File: src/rtl/trx_pin_switch.sv
module trx_pin_switch #(
  parameter int NBANK = 4,
  parameter int PW    = 16,
  parameter int DLYW  = 12,
  localparam int BW   = $clog2(NBANK),
  localparam int TOTW = NBANK * PW
) (
  input  logic            clk,
  input  logic            rst_n,
  input  logic            wr_en,
  input  logic [2:0]      wr_sel,
  input  logic [BW-1:0]   wr_bank,
  input  logic [PW-1:0]   wr_data,
  input  logic            fifo_nonempty,
  input  logic [TOTW-1:0] norm_out,
  output logic [TOTW-1:0] pins,
  output logic            tr_active
);

  logic [NBANK-1:0][PW-1:0] mask_q, txv_q, rxv_q;
  logic [DLYW-1:0] txd_q, rxd_q, cnt_q;
  logic            en_q, prev_q, stat_q;

  always_ff @(posedge clk) begin
    if (!rst_n) begin
      mask_q <= '0;
      txv_q  <= '0;
      rxv_q  <= '0;
      txd_q  <= '0;
      rxd_q  <= '0;
      en_q   <= 1'b0;
    end else if (wr_en) begin
      case (wr_sel)
        3'd0: mask_q[wr_bank] <= wr_data;
        3'd1: txv_q[wr_bank]  <= wr_data;
        3'd2: rxv_q[wr_bank]  <= wr_data;
        3'd3: txd_q <= wr_data[DLYW-1:0];
        3'd4: rxd_q <= wr_data[DLYW-1:0];
        3'd5: en_q  <= wr_data[0];
        default: ;
      endcase
    end
  end

  wire             edge_seen = fifo_nonempty != prev_q;
  wire [DLYW-1:0]  age       = edge_seen ? '0 : cnt_q;
  wire [DLYW-1:0]  need      = fifo_nonempty ? txd_q : rxd_q;

  always_ff @(posedge clk) begin
    if (!rst_n) begin
      prev_q <= 1'b0;
      cnt_q  <= '0;
      stat_q <= 1'b0;
    end else begin
      prev_q <= fifo_nonempty;
      if (edge_seen)
        cnt_q <= {{(DLYW-1){1'b0}}, 1'b1};
      else if (cnt_q != '1)
        cnt_q <= cnt_q + 1'b1;
      if (fifo_nonempty != stat_q && age >= need)
        stat_q <= fifo_nonempty;
    end
  end

  assign tr_active = stat_q;

  for (genvar b = 0; b < NBANK; b++) begin : g_bank
    wire [PW-1:0] nrm  = norm_out[b*PW +: PW];
    wire [PW-1:0] auto = stat_q ? txv_q[b] : rxv_q[b];
    wire [PW-1:0] m    = en_q ? mask_q[b] : '0;
    assign pins[b*PW +: PW] = (nrm & ~m) | (auto & m);
  end

endmodule

File: config.mk
export PLATFORM = sky130hd
export DESIGN_NAME = trx_pin_switch
export DESIGN_NICKNAME = d
export VERILOG_FILES = /design/src/rtl/trx_pin_switch.sv
export SDC_FILE = /design/constraint.sdc
export NUM_CORES = 1
export LEC_CHECK = 0
export BUFFER_PORTS_ARGS = -buffer_cell sky130_fd_sc_hd__buf_2
export CORE_MARGIN = 1.5
export CORE_UTILIZATION = 47
export DETAILED_ROUTE_END_ITERATION = 8
export PLACE_DENSITY = 0.68
export SETUP_SLACK_MARGIN = 0.15
export SLEW_MARGIN = 10
export SYNTH_ARGS = -nofsm -noshare
export SYNTH_HDL_FRONTEND = slang
export SYNTH_SLANG_ARGS = --single-unit
export TNS_END_PERCENT = 30
File: constraint.sdc
create_clock -name clk -period 2.8 [get_ports clk]
set_input_delay 0.56 -clock clk [delete_from_list [all_inputs] [get_ports clk]]
set_output_delay 0.56 -clock clk [all_outputs]
set_load 0.05 [all_outputs]
After elaboration in Yosys (flattened, before gate mapping)
Cells that the tools add are included.

word-level totals
  output and inout bits = 65
  register bits = 231

cells by class
  muxes and demuxes = 17
  eq/ne operators = 8
  magnitude comparators = 3
  reductions and logical operators = 11
  $add $sub $neg = 1
  bitwise gates (word level) = 17

operators by type and width
  kind                                                                number
  bitwise mux 64 bit                                                  3
  2-to-1 mux 16 bit                                                   9
  bitwise AND 16 bit                                                  8
  NOT 16 bit                                                          4
  bitwise OR 16 bit                                                   4
  demux 16 bit (select 2 bit)                                         1
  2-to-1 mux 12 bit                                                   2
  adder 12 x 1 -> 12 bit (second input constant)                      1
  greater-or-equal comparator 12 bit                                  1
  != test 12 bit (second input constant)                              1
  AND reduction 2 bit                                                 6
  == test 3 x 2 -> 1 bit (second input constant)                      2
  == test 3 bit (second input constant)                               2
  == test 3 x 1 -> 1 bit (second input constant)                      1
  logical NOT 3 bit                                                   1
  < comparator 2 x 3 -> 1 bit (second input constant)                 1
  greater-or-equal comparator 2 x 1 -> 1 bit (second input constant)  1
  logical AND 1 bit                                                   2
  2-to-1 mux 1 bit                                                    2
  != test 1 bit                                                       2
  nonzero test 2 bit                                                  1
  OR reduction 2 bit                                                  1
  NOT 1 bit                                                           1

Longest topological paths before layout
Gate-level depths: netlist of the first run.

  depth in word-level cells = 5
  mapped depth = 10
  mapped depth without buffers = 8

Least setup slack after synthesis of the first run
OpenSTA, ideal clock, no wires.

  path kind = reg-to-output
  start point = reg stat_q (netlist: tr_active)
  end point = out pins[0]
  data required time = 2.240 ns
  path slack = 0.090 ns
  stages on the path, launching flop included = 5
  path buffers = 2
  arrival = 2.150 ns
  cell sequence = dfxtp_1 -> buf_2 -> buf_2 -> mux2i_1 -> a31oi_1

between the ends
  cells in the longest elaborated chain, start to end = 3

RTL lines
  item                      line  RTL
  start: declaration        22    logic en_q, prev_q, stat_q;
  start signal: assignment  61    stat_q <= fifo_nonempty;
  2-to-1 mux 16 bit         69    wire [PW-1:0] auto = stat_q ? txv_q[b] : rxv_q[b];
  bitwise AND 16 bit        71    assign pins[b*PW +: PW] = (nrm & ~m) | (auto & m);
  bitwise OR 16 bit         71
  end: declaration          16    output logic [TOTW-1:0] pins,

Every way passes these cells.

Final worst setup path of the first run
  start point = reg stat_q (netlist: tr_active)
  end point = out pins[15]

The elaborated chain is that of the path after synthesis.

==> results by group, run 1 <==
Status
  • Outcome: finished, final reports clean

Final layout
  • Final Non-Filler Cells: 1731
  • # nets final: around 1500
  • Commonest non-fill, non-tap cell in the layout: nand2_1
  • Fin area: about 0.013 mm²
  • # diodes: 0
  • Most frequent cells in the layout: nand2_1 (452), dfxtp_1 (229), a21boi_0 (197), buf_2 (152), mux2i_1 (76)
  • Fin util: 0.561
  • Share of cells above drive strength 1: 0.174
  • Area delta synth->final: 17.3%

Floorplanning
  • CORE AREA: roughly 0.023 mm²
  • Initial core utilization: 0.478
  • Die footprint: 0.0239 mm²
  • Rows: 55
  • IO Pins: 154
  • Chip width: roughly 150 µm
  • Die Height: 155 µm

Hold path
  • Hold depth: 3
  • HP Start: wr_data[12]
  • Min-delay worst type: primary input to flop
  • Hold EP: mask_q[12]

Worst setup path
  • Arrival time at the worst endpoint: 1.97 ns
  • Startpoint types: flop
  • Crit Path Max Fanout: 28
  • Setup crit end kind: primary output
  • RR Startpoint: prev_q
  • Critical Path RT: 2.24 ns
  • R2R depth: 8
  • Reg2reg end: tr_active
  • WS Path Type: flop to primary output
  • Setup slack, reg-to-reg: 0.77 ns

Power
  • Leak pwr: ~4.4 nW
  • Worst vdd ir: around 0.46 mV
  • Pwr/cell area: between 500 and 600 mW/mm²

Clock network
  • CTS tree: done
  • Clk Latency, worst-skew pair: 0.51 ns
  • Clk slew on worst S/H paths: 0.06 ns
  • CTS buffer count: 25
  • Cts hold-fix bufs: 0
  • CTS Buffer Depth: 3
  • Root Driver: clkbuf_16
  • CTS resizes: 0
  • H-tree depth: 1
  • Clock Sinks: approximately 230

Yosys
  • Synth Register Bits: between 200 and 250
  • Seq/Total Area, Yosys: 0.428
  • Most area-hungry cell type in the Yosys netlist: dfxtp_1
  • Ys Warns: 0
  • Synthesized Nets: 1420
  • Top post-synthesis cells by area: dfxtp_1 (43%), nand2_1 (16%), a21boi_0 (14%)
  • Number of flops mapped to enable cells by yosys: 0
  • Synth Flop Type: dfxtp_1
  • Post-synth top area share: 0.428
  • Post-Synthesis Cells: approximately 1300
  • Asr flop ratio synth: 0
  • Syn_area_per_cell: slightly above 8 µm²
  • Synth cell types: 45
  • Synthesized area: roughly 0.011 mm²

Drt
  • First-pass DRT Iterations: 5
  • Drc violations: 0
  • Iteration-0 DRC Markers: between 500 and 600
  • Via density per instance: ~5.4
  • Detailed Route WL: approximately 29 mm
  • Via count: ~9300
  • Drt wl/cell: 16.5 µm
  • Post-DRT Antenna Nets: 0

Placement
  • Setup WS pre-CTS: 0.384 ns
  • PortBufs: approximately 150
  • Placed insts: about 1700
  • Estimated wirelength of the detail-placed design: around 18 mm
  • Placed Area: roughly 0.012 mm²
  • GPL Wtd Cong: between 0.8 and 0.9

Global route
  • Initial antenna violation count: 2
  • GRT met1 Usage: 0.316
  • Number of global-route vias before repair: between 8000 and 9000
  • Largest net degree at the start of global routing: roughly 130
  • Global-route wire length before repair: 44.6 mm
  • Busiest grt layer: met2
  • Total grt overflow: 0
  • Total track usage: 0.233
  • Met2 Use GR: 0.389
  • GR met3 Demand/Resource: 0.0317

STA
  • RSZ-0062 raised after global routing: false
  • Final-report hold violation count: 0
  • Period Utilization, post-route: 0.904
  • Crit path time final: 2.53 ns
  • FMAX: 0.395 GHz
  • Worst Tran Pin Value: roughly 0.8 ns
  • Setup violations, final: 0
  • Skew final: about 0.0052 ns
  • Rel. slew slack: 0.474
  • Final WS setup: around 0.27 ns
  • Final Max Slew Viols: 0
  • Setup_tns: 0 ns

Flow run
  • Max_cap viols: 0
## metal layers
metal  up-vias  share of wire
met5         -              0
met4         0          0.022
met3        40          0.049
met2       225           0.47
met1      4348           0.46
li1       4708              -
## power by group
group          switching [mW]  internal, mW
Clock                    1.32          2.02
Combinational           0.523         0.277
Sequential             0.0315          3.32
## cells in the mapped netlist (2+ instances only)
master    instances
clkbuf_1         54
dfxtp_1         231
and2_1           12
nand3_1          10
ha_1             13
a21boi_0        197
xnor2_1           5
buf_6             4
a31oi_1          69
buf_4             7
nor2_4            6
nor3_1            3
a21boi_1         21
xor2_1            4
nand3b_4          2
nand2b_1          3
a21oi_1          72
buf_1             3
and3_1            7
nor3_4            3
mux2i_1          76
nor2_1           10
buf_2            30
nand2_1         452
nor2b_1           2
nand4_1           2
inv_1             2
## state kept, by name, summed over array words and instances (netlist names)
signal,cells
tr_active,1
txv_q,64
en_q,1
prev_q,1
mask_q,64
rxv_q,64
cnt_q,12
rxd_q,12
txd_q,12
## per-stage QoR
step	total power [mW]	hold WS [ns]
after floorplan	3.96	0.434
after global placement	4.19	0.440
after detailed placement	4.20	0.446
after CTS	7.53	0.425
after global routing	7.73	0.437
final	7.49	0.443
## what timing repair did
item,4_1_cts,5_1_grt
endpoints found under the hold margin,0,0
setup buffers,0,8
setup endpoints to repair,0,8
## critical path, cell delays in order (launching register included)
cell     delay, ns
dfxtp_4       0.45
buf_12        0.25
mux2i_1       0.11
a31oi_1       0.28
buf_2         0.33
## how the worst max path moves through the flow
stage	from	to	slack, ns	depth (start not counted)
after floorplan	tr_active	pins[23]	0.09	4
after global routing	en_q	pins[19]	0.21	4
after CTS	tr_active	pins[15]	0.17	4
after global placement	fifo_nonempty	tr_active	0.39	8
final	tr_active	pins[15]	0.27	4
after detailed placement	fifo_nonempty	tr_active	0.38	9
## area by class of cell
type | count | area (µm²)
Sequential cell | 231 | 4630
Multi-Input combinational cell | 987 | 5790
Tap cell | 285 | 357
Clock inverter | 8 | 96.3
Fill cell | 2132 | 9910
Clock buffer | 38 | 744
Timing Repair Buffer | 180 | 1030
Inverter | 2 | 7.51
## logic make-up (layout without fill, tap and decap cells)
logic type                 Yosys count  after routing  synth area share
muxes                               77             77            0.0715
xor gates and xnor gates             9              9           0.00730
buffers and inverters              100            228            0.0434
AOI/OAI and AO/OA                  368            368             0.231
and+or+nand+nor                    520            520             0.203
adders and majority gates           13             13            0.0151
DFF                                231            231             0.428
(Power assumes the default switching activity.)
==> run 2, diff against run 1 <==
GPL_TIMING_DRIVEN = 0   (was unset)
==> results by group, run 2 (synthesis results as in run 1) <==
Placement
  • PortBufs: 151 (was 153)
  • Placed insts: 1754 (was 1677)
  • Estimated wirelength of the detail-placed design: 24.1 mm (was 18.2 mm)
  • Setup WS pre-CTS: -0.181 ns (was 0.384 ns)
  • Placed Area: 0.0120 mm² (was 0.0118 mm²)
  • GPL Wtd Cong: 0.857 (was 0.843)

Power
  • Clock share of power: 0.457 (was 0.446)
  • Switching share of power: 0.253 (was 0.251)
  • Pwr Total: 7.77 mW (was 7.49 mW)
  • Worst vdd ir: 0.402 mV (was 0.457 mV)
  • Logic pwr share: 0.113 (was 0.107)
  • Int Pwr: 5.81 mW (was 5.61 mW)
  • Sw Pwr: 1.97 mW (was 1.88 mW)
  • Pwr/cell area: 599 mW/mm² (was 591 mW/mm²)
  • Seq pwr share: 0.430 (was 0.447)
  • Leak pwr: 4.62 nW (was 4.45 nW)

Worst setup path
  • Crit Path Max Fanout: 10 (was 28)
  • CP Depth: 4 (unchanged)
  • Max incr delay on CP: 0.42 ns (was 0.45 ns)
  • Worst path cell trace: buf_2 -> mux2i_1 -> a31oi_1 -> buf_2 (was buf_12 -> mux2i_1 -> a31oi_1 -> buf_2)
  • Crit-path leading delay family: buffers and inverters (unchanged)
  • Setup crit end kind: primary output (unchanged)
  • Setup slack, reg-to-reg: 0.44 ns (was 0.77 ns)
  • Reg2reg end: tr_active (unchanged)
  • Arrival time at the worst endpoint: 2.10 ns (was 1.97 ns)
  • Critical Path Slowest Stage Cell: dfxtp_1 (was dfxtp_4)
  • RR Startpoint: prev_q (unchanged)
  • R2R depth: 9 (was 8)
  • WS Path Type: flop to primary output (unchanged)
  • WP buf/inv: 2 (unchanged)
  • Startpoint types: flop (unchanged)
  • CP dominant cell by count: buf_2
  • Critical Path RT: 2.24 ns (about the same)

Final layout
  • Fillcell total: 2059 (was 2132)
  • Commonest non-fill, non-tap cell in the layout: nand2_1 (unchanged)
  • Final Non-Filler Cells: 1797 (was 1731)
  • Share of cells above drive strength 1: 0.185 (was 0.174)
  • Fin util: 0.575 (was 0.561)
  • Fin area: 0.0130 mm² (was 0.0127 mm²)
  • # nets final: 1598 (was 1529)
  • Area delta synth->final: 20.2% (was 17.3%)
  • Most frequent cells in the layout: nand2_1 (452), dfxtp_1 (231), a21boi_0 (197), buf_2 (175) (was nand2_1 (452), dfxtp_1 (229), a21boi_0 (197), buf_2 (152), mux2i_1 (76))
  • # diodes: 0 (unchanged)
  • Multi-input logic area: 0.00582 mm² (was 0.00579 mm²)
  • Top flop regs: mask_q x64, rxv_q x64, txv_q x64 (unchanged)
  • Register area: 0.00462 mm² (was 0.00463 mm²)

Global route
  • Largest net degree at the start of global routing: 14 (was 128)
  • Global-route wire length before repair: 51.3 mm (was 44.6 mm)
  • Total grt overflow: 0 (unchanged)
  • Total track usage: 0.279 (was 0.233)
  • Number of global-route vias before repair: 9065 (was 8393)
  • Initial antenna violation count: 0 (was 2)

Clock network
  • CTS tree: done (unchanged)
  • H-tree depth: 1 (unchanged)
  • Root Driver: clkbuf_16 (unchanged)
  • CTS buffer count: 25 (unchanged)
  • Clk Latency, worst-skew pair: 0.53 ns (was 0.51 ns)
  • Clock Sinks: 231 (unchanged)
  • Clk slew on worst S/H paths: 0.06 ns (about the same)
  • CTS Buffer Depth: 3 (unchanged)

Flow run
  • Max_cap viols: 0 (unchanged)

Floorplanning
  • CORE AREA: 0.0226 mm² (unchanged)
  • IO Pins: 154 (unchanged)
  • Die Height: 155 µm (unchanged)
  • Rows: 55 (unchanged)
  • Initial core utilization: 0.478 (unchanged)
  • Die footprint: 0.0239 mm² (unchanged)
  • Chip width: 155 µm (unchanged)

STA
  • Setup_tns: 0 ns (unchanged)
  • Rel. slew slack: 0.382 (was 0.474)
  • Final-report hold violation count: 0 (unchanged)
  • Crit path time final: 2.66 ns (was 2.53 ns)
  • Skew final: 0.00595 ns (was 0.00524 ns)
  • FMAX: 0.377 GHz (was 0.395 GHz)
  • Final WS setup: 0.145 ns (was 0.270 ns)
  • Min Hold Slack: 0.311 ns (was 0.443 ns)
  • Final Max Slew Viols: 0 (unchanged)
  • RSZ-0062 raised after global routing: true (was false)
  • Period Utilization, post-route: 0.948 (was 0.904)
  • Worst Tran Pin Value: 0.928 ns (was 0.790 ns)
  • Setup violations, final: 0 (unchanged)

Drt
  • Detailed Route WL: 34.1 mm (was 28.6 mm)
  • Drc violations: 0 (unchanged)
  • Post-DRT Antenna Nets: 0 (unchanged)
  • Drt wl/cell: 19.0 µm (was 16.5 µm)
  • Via count: 9898 (was 9321)
  • Via density per instance: 5.51 (was 5.38)
  • Iteration-0 DRC Markers: 757 (was 589)
  • First-pass DRT Iterations: 5 (unchanged)

Hold path
  • Hold EP: txv_q[12] (was mask_q[12])
  • Min-delay worst type: primary input to flop (unchanged)
  • HP Start: wr_data[12] (unchanged)
  • Hold depth: 3 (unchanged)

Status
  • Outcome: finished, final reports clean (unchanged)
-- run 2: changes by cell type in the layout (fill, tap and decap cells not counted), sizes merged --
cell      before  now
buf          180  194
bufinv         2    4
clkinvlp       1    0
clkinv         4    3
clkbuf        38   90
-- run 2: area by class of cell --
class | count | area share
tap | 285 | 0.0275
sequential | 231 | 0.356
inverter | 2 | 0.000578
timing repair buffer | 151 | 0.0584
buffer | 98 | 0.0404
clock inverter | 8 | 0.0111
clock buffer | 35 | 0.0572
multi-input combinational | 987 | 0.449
-- run 2: routing by layer --
layer	wire, µm	up-vias	global-route usage
met3	2490	77	0.0474
met4	1180	0	0.0824
li1	-	4846	-
met2	15300	352	0.453
met5	0	-	0
met1	15200	4623	0.382
-- run 2: what timing repair did --
item / CTS / global route
setup buffers: 0 / 0
endpoints found under the setup margin: 64 / 49
gates resized for setup: 25 / 14
hold buffers: 0 / 0
-- run 2: worst max path at each step --
stage / slack [ns] / start / to
2_1_floorplan: 0.09 / tr_active / pins[23]
3_3_place_gp: -0.15 / fifo_nonempty / tr_active
3_5_place_dp: -0.18 / fifo_nonempty / tr_active
4_1_cts: 0.11 / en_q / pins[60]
5_1_grt: 0.1 / tr_active / pins[15]
6_report: 0.14 / tr_active / pins[15]
-- run 2: worst register-to-register path, cell delays in order, from the launching register on --
cell	delay, ns
dfxtp_1	0.32
xnor2_2	0.22
clkbuf_2	0.24
nand2_1	0.09
ha_1	0.29
nand2b_1	0.14
a2111oi_0	0.46
nor4_1	0.12
o31ai_1	0.25
o41ai_1	0.10
-- run 2: power by group through the flow --
stage / registers, mW / logic, mW / clock network [mW]
3_5_place_dp: 3.42 / 0.841 / 0
5_1_grt: 3.35 / 0.919 / 3.73
3_3_place_gp: 3.41 / 0.836 / 0
6_report: 3.34 / 0.878 / 3.55
4_1_cts: 3.34 / 0.859 / 3.58
2_1_floorplan: 3.41 / 0.549 / 0
==> run 3, diff against run 2 <==
RECOVER_POWER = 50   (was unset)
==> results by group, run 3 (synthesis results as in run 1) <==
Status
  • Outcome: finished, final reports clean (unchanged)

STA
  • FMAX: 0.376 GHz (was 0.377 GHz)
  • Worst Tran Pin Value: 0.871 ns (was 0.928 ns)
  • Final WS setup: 0.142 ns (was 0.145 ns)
  • Setup_tns: 0 ns (unchanged)
  • Crit path time final: 2.66 ns (about the same)
  • RSZ-0062 raised after global routing: true (unchanged)
  • Rel. slew slack: 0.419 (was 0.382)
  • Skew final: 0.00840 ns (was 0.00595 ns)
  • Final Max Slew Viols: 0 (unchanged)
  • Final-report hold violation count: 0 (unchanged)
  • Period Utilization, post-route: 0.949 (was 0.948)
  • Setup violations, final: 0 (unchanged)

Drt
  • Post-DRT Antenna Nets: 0 (unchanged)
  • Via density per instance: 5.50 (was 5.51)
  • Drc violations: 0 (unchanged)
  • Via count: 9892 (was 9898)
  • Iteration-0 DRC Markers: 723 (was 757)
  • Drt wl/cell: 18.9 µm (was 19.0 µm)
  • Detailed Route WL: 34.0 mm (was 34.1 mm)
  • First-pass DRT Iterations: 5 (unchanged)

Clock network
  • CTS tree: done (unchanged)
  • Clock Sinks: 231 (unchanged)
  • H-tree depth: 1 (unchanged)
  • Post-CTS Setup Repair Bufs: 0 (unchanged)
  • Clk slew on worst S/H paths: 0.06 ns (about the same)
  • Root Driver: clkbuf_16 (unchanged)
  • CTS buffer count: 25 (unchanged)
  • CTS Buffer Depth: 3 (unchanged)
  • Clk Latency, worst-skew pair: 0.53 ns (about the same)

Worst setup path
  • Crit Path Max Fanout: 10 (unchanged)
  • WS Path Type: flop to primary output (unchanged)
  • Setup crit end kind: primary output (unchanged)
  • Critical Path RT: 2.24 ns (about the same)
  • Max incr delay on CP: 0.42 ns (about the same)
  • Startpoint types: flop (unchanged)
  • Arrival time at the worst endpoint: 2.10 ns (about the same)
  • Worst path cell trace: buf_2 -> mux2i_1 -> a31oi_1 -> buf_2 (unchanged)
  • CP dominant cell by count: buf_2 (unchanged)
  • Critical Path Slowest Stage Cell: dfxtp_1 (unchanged)

Placement
  • Setup WS pre-CTS: -0.181 ns (unchanged)
  • PortBufs: 151 (unchanged)
  • GPL Wtd Cong: 0.857 (unchanged)
  • Estimated wirelength of the detail-placed design: 24.1 mm (unchanged)

Global route
  • Number of global-route vias before repair: 9065 (unchanged)
  • Total track usage: 0.279 (unchanged)
  • Largest net degree at the start of global routing: 14 (unchanged)
  • Total grt overflow: 0 (unchanged)
  • Global-route wire length before repair: 51.3 mm (unchanged)
  • Initial antenna violation count: 0 (unchanged)

Floorplanning
  • CORE AREA: 0.0226 mm² (unchanged)
  • Die footprint: 0.0239 mm² (unchanged)
  • Rows: 55 (unchanged)
  • IO Pins: 154 (unchanged)
  • Die Height: 155 µm (unchanged)
  • Initial core utilization: 0.478 (unchanged)
  • Chip width: 155 µm (unchanged)

Final layout
  • Most frequent cells in the layout: nand2_1 (452), dfxtp_1 (231), a21boi_0 (205), buf_2 (169) (was nand2_1 (452), dfxtp_1 (231), a21boi_0 (197), buf_2 (175))
  • # diodes: 0 (unchanged)
  • Area delta synth->final: 20.1% (was 20.2%)
  • Fillcell total: 2066 (was 2059)
  • Top flop regs: mask_q x64, rxv_q x64, txv_q x64 (unchanged)
  • Register area: 0.00462 mm² (unchanged)
  • Share of cells above drive strength 1: 0.180 (was 0.185)
  • Multi-input logic area: 0.00582 mm² (about the same)
  • # nets final: 1598 (unchanged)
  • Commonest non-fill, non-tap cell in the layout: nand2_1 (unchanged)

Power
  • Worst vdd ir: 0.400 mV (was 0.402 mV)
  • Pwr Total: 7.77 mW (about the same)
  • Pwr/cell area: 599 mW/mm² (about the same)
  • Leak pwr: 4.59 nW (was 4.62 nW)

Flow run
  • Max_cap viols: 0 (unchanged)

Hold path
  • Min-delay worst type: primary input to flop (unchanged)
[run 3: path summary, 6_finish.rpt]
kind,startpoint,end,slack (ns),cells after the start
max,tr_active,pins[15],0.14,4
min,wr_data[12],txv_q[12],0.31,3
max reg2reg,prev_q,tr_active,0.43,9
min reg2reg,rxv_q[61],rxv_q[61],0.46,2
[run 3: what timing repair did]
action,4_1_cts,5_1_grt
endpoints found under the hold margin,0,0
resized for setup,25,14
hold buffers,0,0
endpoints found under the setup margin,64,49
cloned,0,0
[run 3: area by class of cell]
| type | count | share of cell area |
|---|---|---|
| plain buffers | 98 | 0.0400 |
| clock buffers | 35 | 0.0573 |
| clock inverters | 8 | 0.0111 |
| inverters | 2 | 0.000579 |
| multi-input cells | 987 | 0.449 |
| flip-flops and latches | 231 | 0.357 |
| well taps | 285 | 0.0275 |
| repair buffers | 151 | 0.0583 |
[run 3: worst max-delay path, delay by kind of cell (launching register included)]
kind / cells / cell delay (ns)
AOI/OAI and AO/OA: 1 / 0.30
buffers and inverters: 2 / 0.71
DFF: 1 / 0.42
muxes: 1 / 0.14
[run 3: power breakdown]
group	internal [mW]	switching, mW
Clock	2.20	1.35
Sequential	3.32	0.0241
Combinational	0.280	0.594
[run 3: metal layers]
metal  global-route usage  share of wire  wire (µm)  up-vias
met5                    0              0          0        -
met4               0.0824          0.033       1130        0
met3               0.0474          0.076       2580       73
met2                0.453           0.45      15300      400
met1                0.382           0.44      15000     4575
li1                     -              -          -     4844
[run 3: stage by stage]
step | util | hold WS [ns] | instances | area [µm²]
2_1_floorplan | - | 0.434 | 1318 | 10900
3_3_place_gp | 0.532 | 0.442 | 1754 | 12000
3_5_place_dp | 0.532 | 0.451 | 1754 | 12000
4_1_cts | 0.574 | 0.307 | 1797 | 12900
5_1_grt | 0.575 | 0.333 | 1797 | 13000
6_report | 0.575 | 0.307 | 1797 | 13000
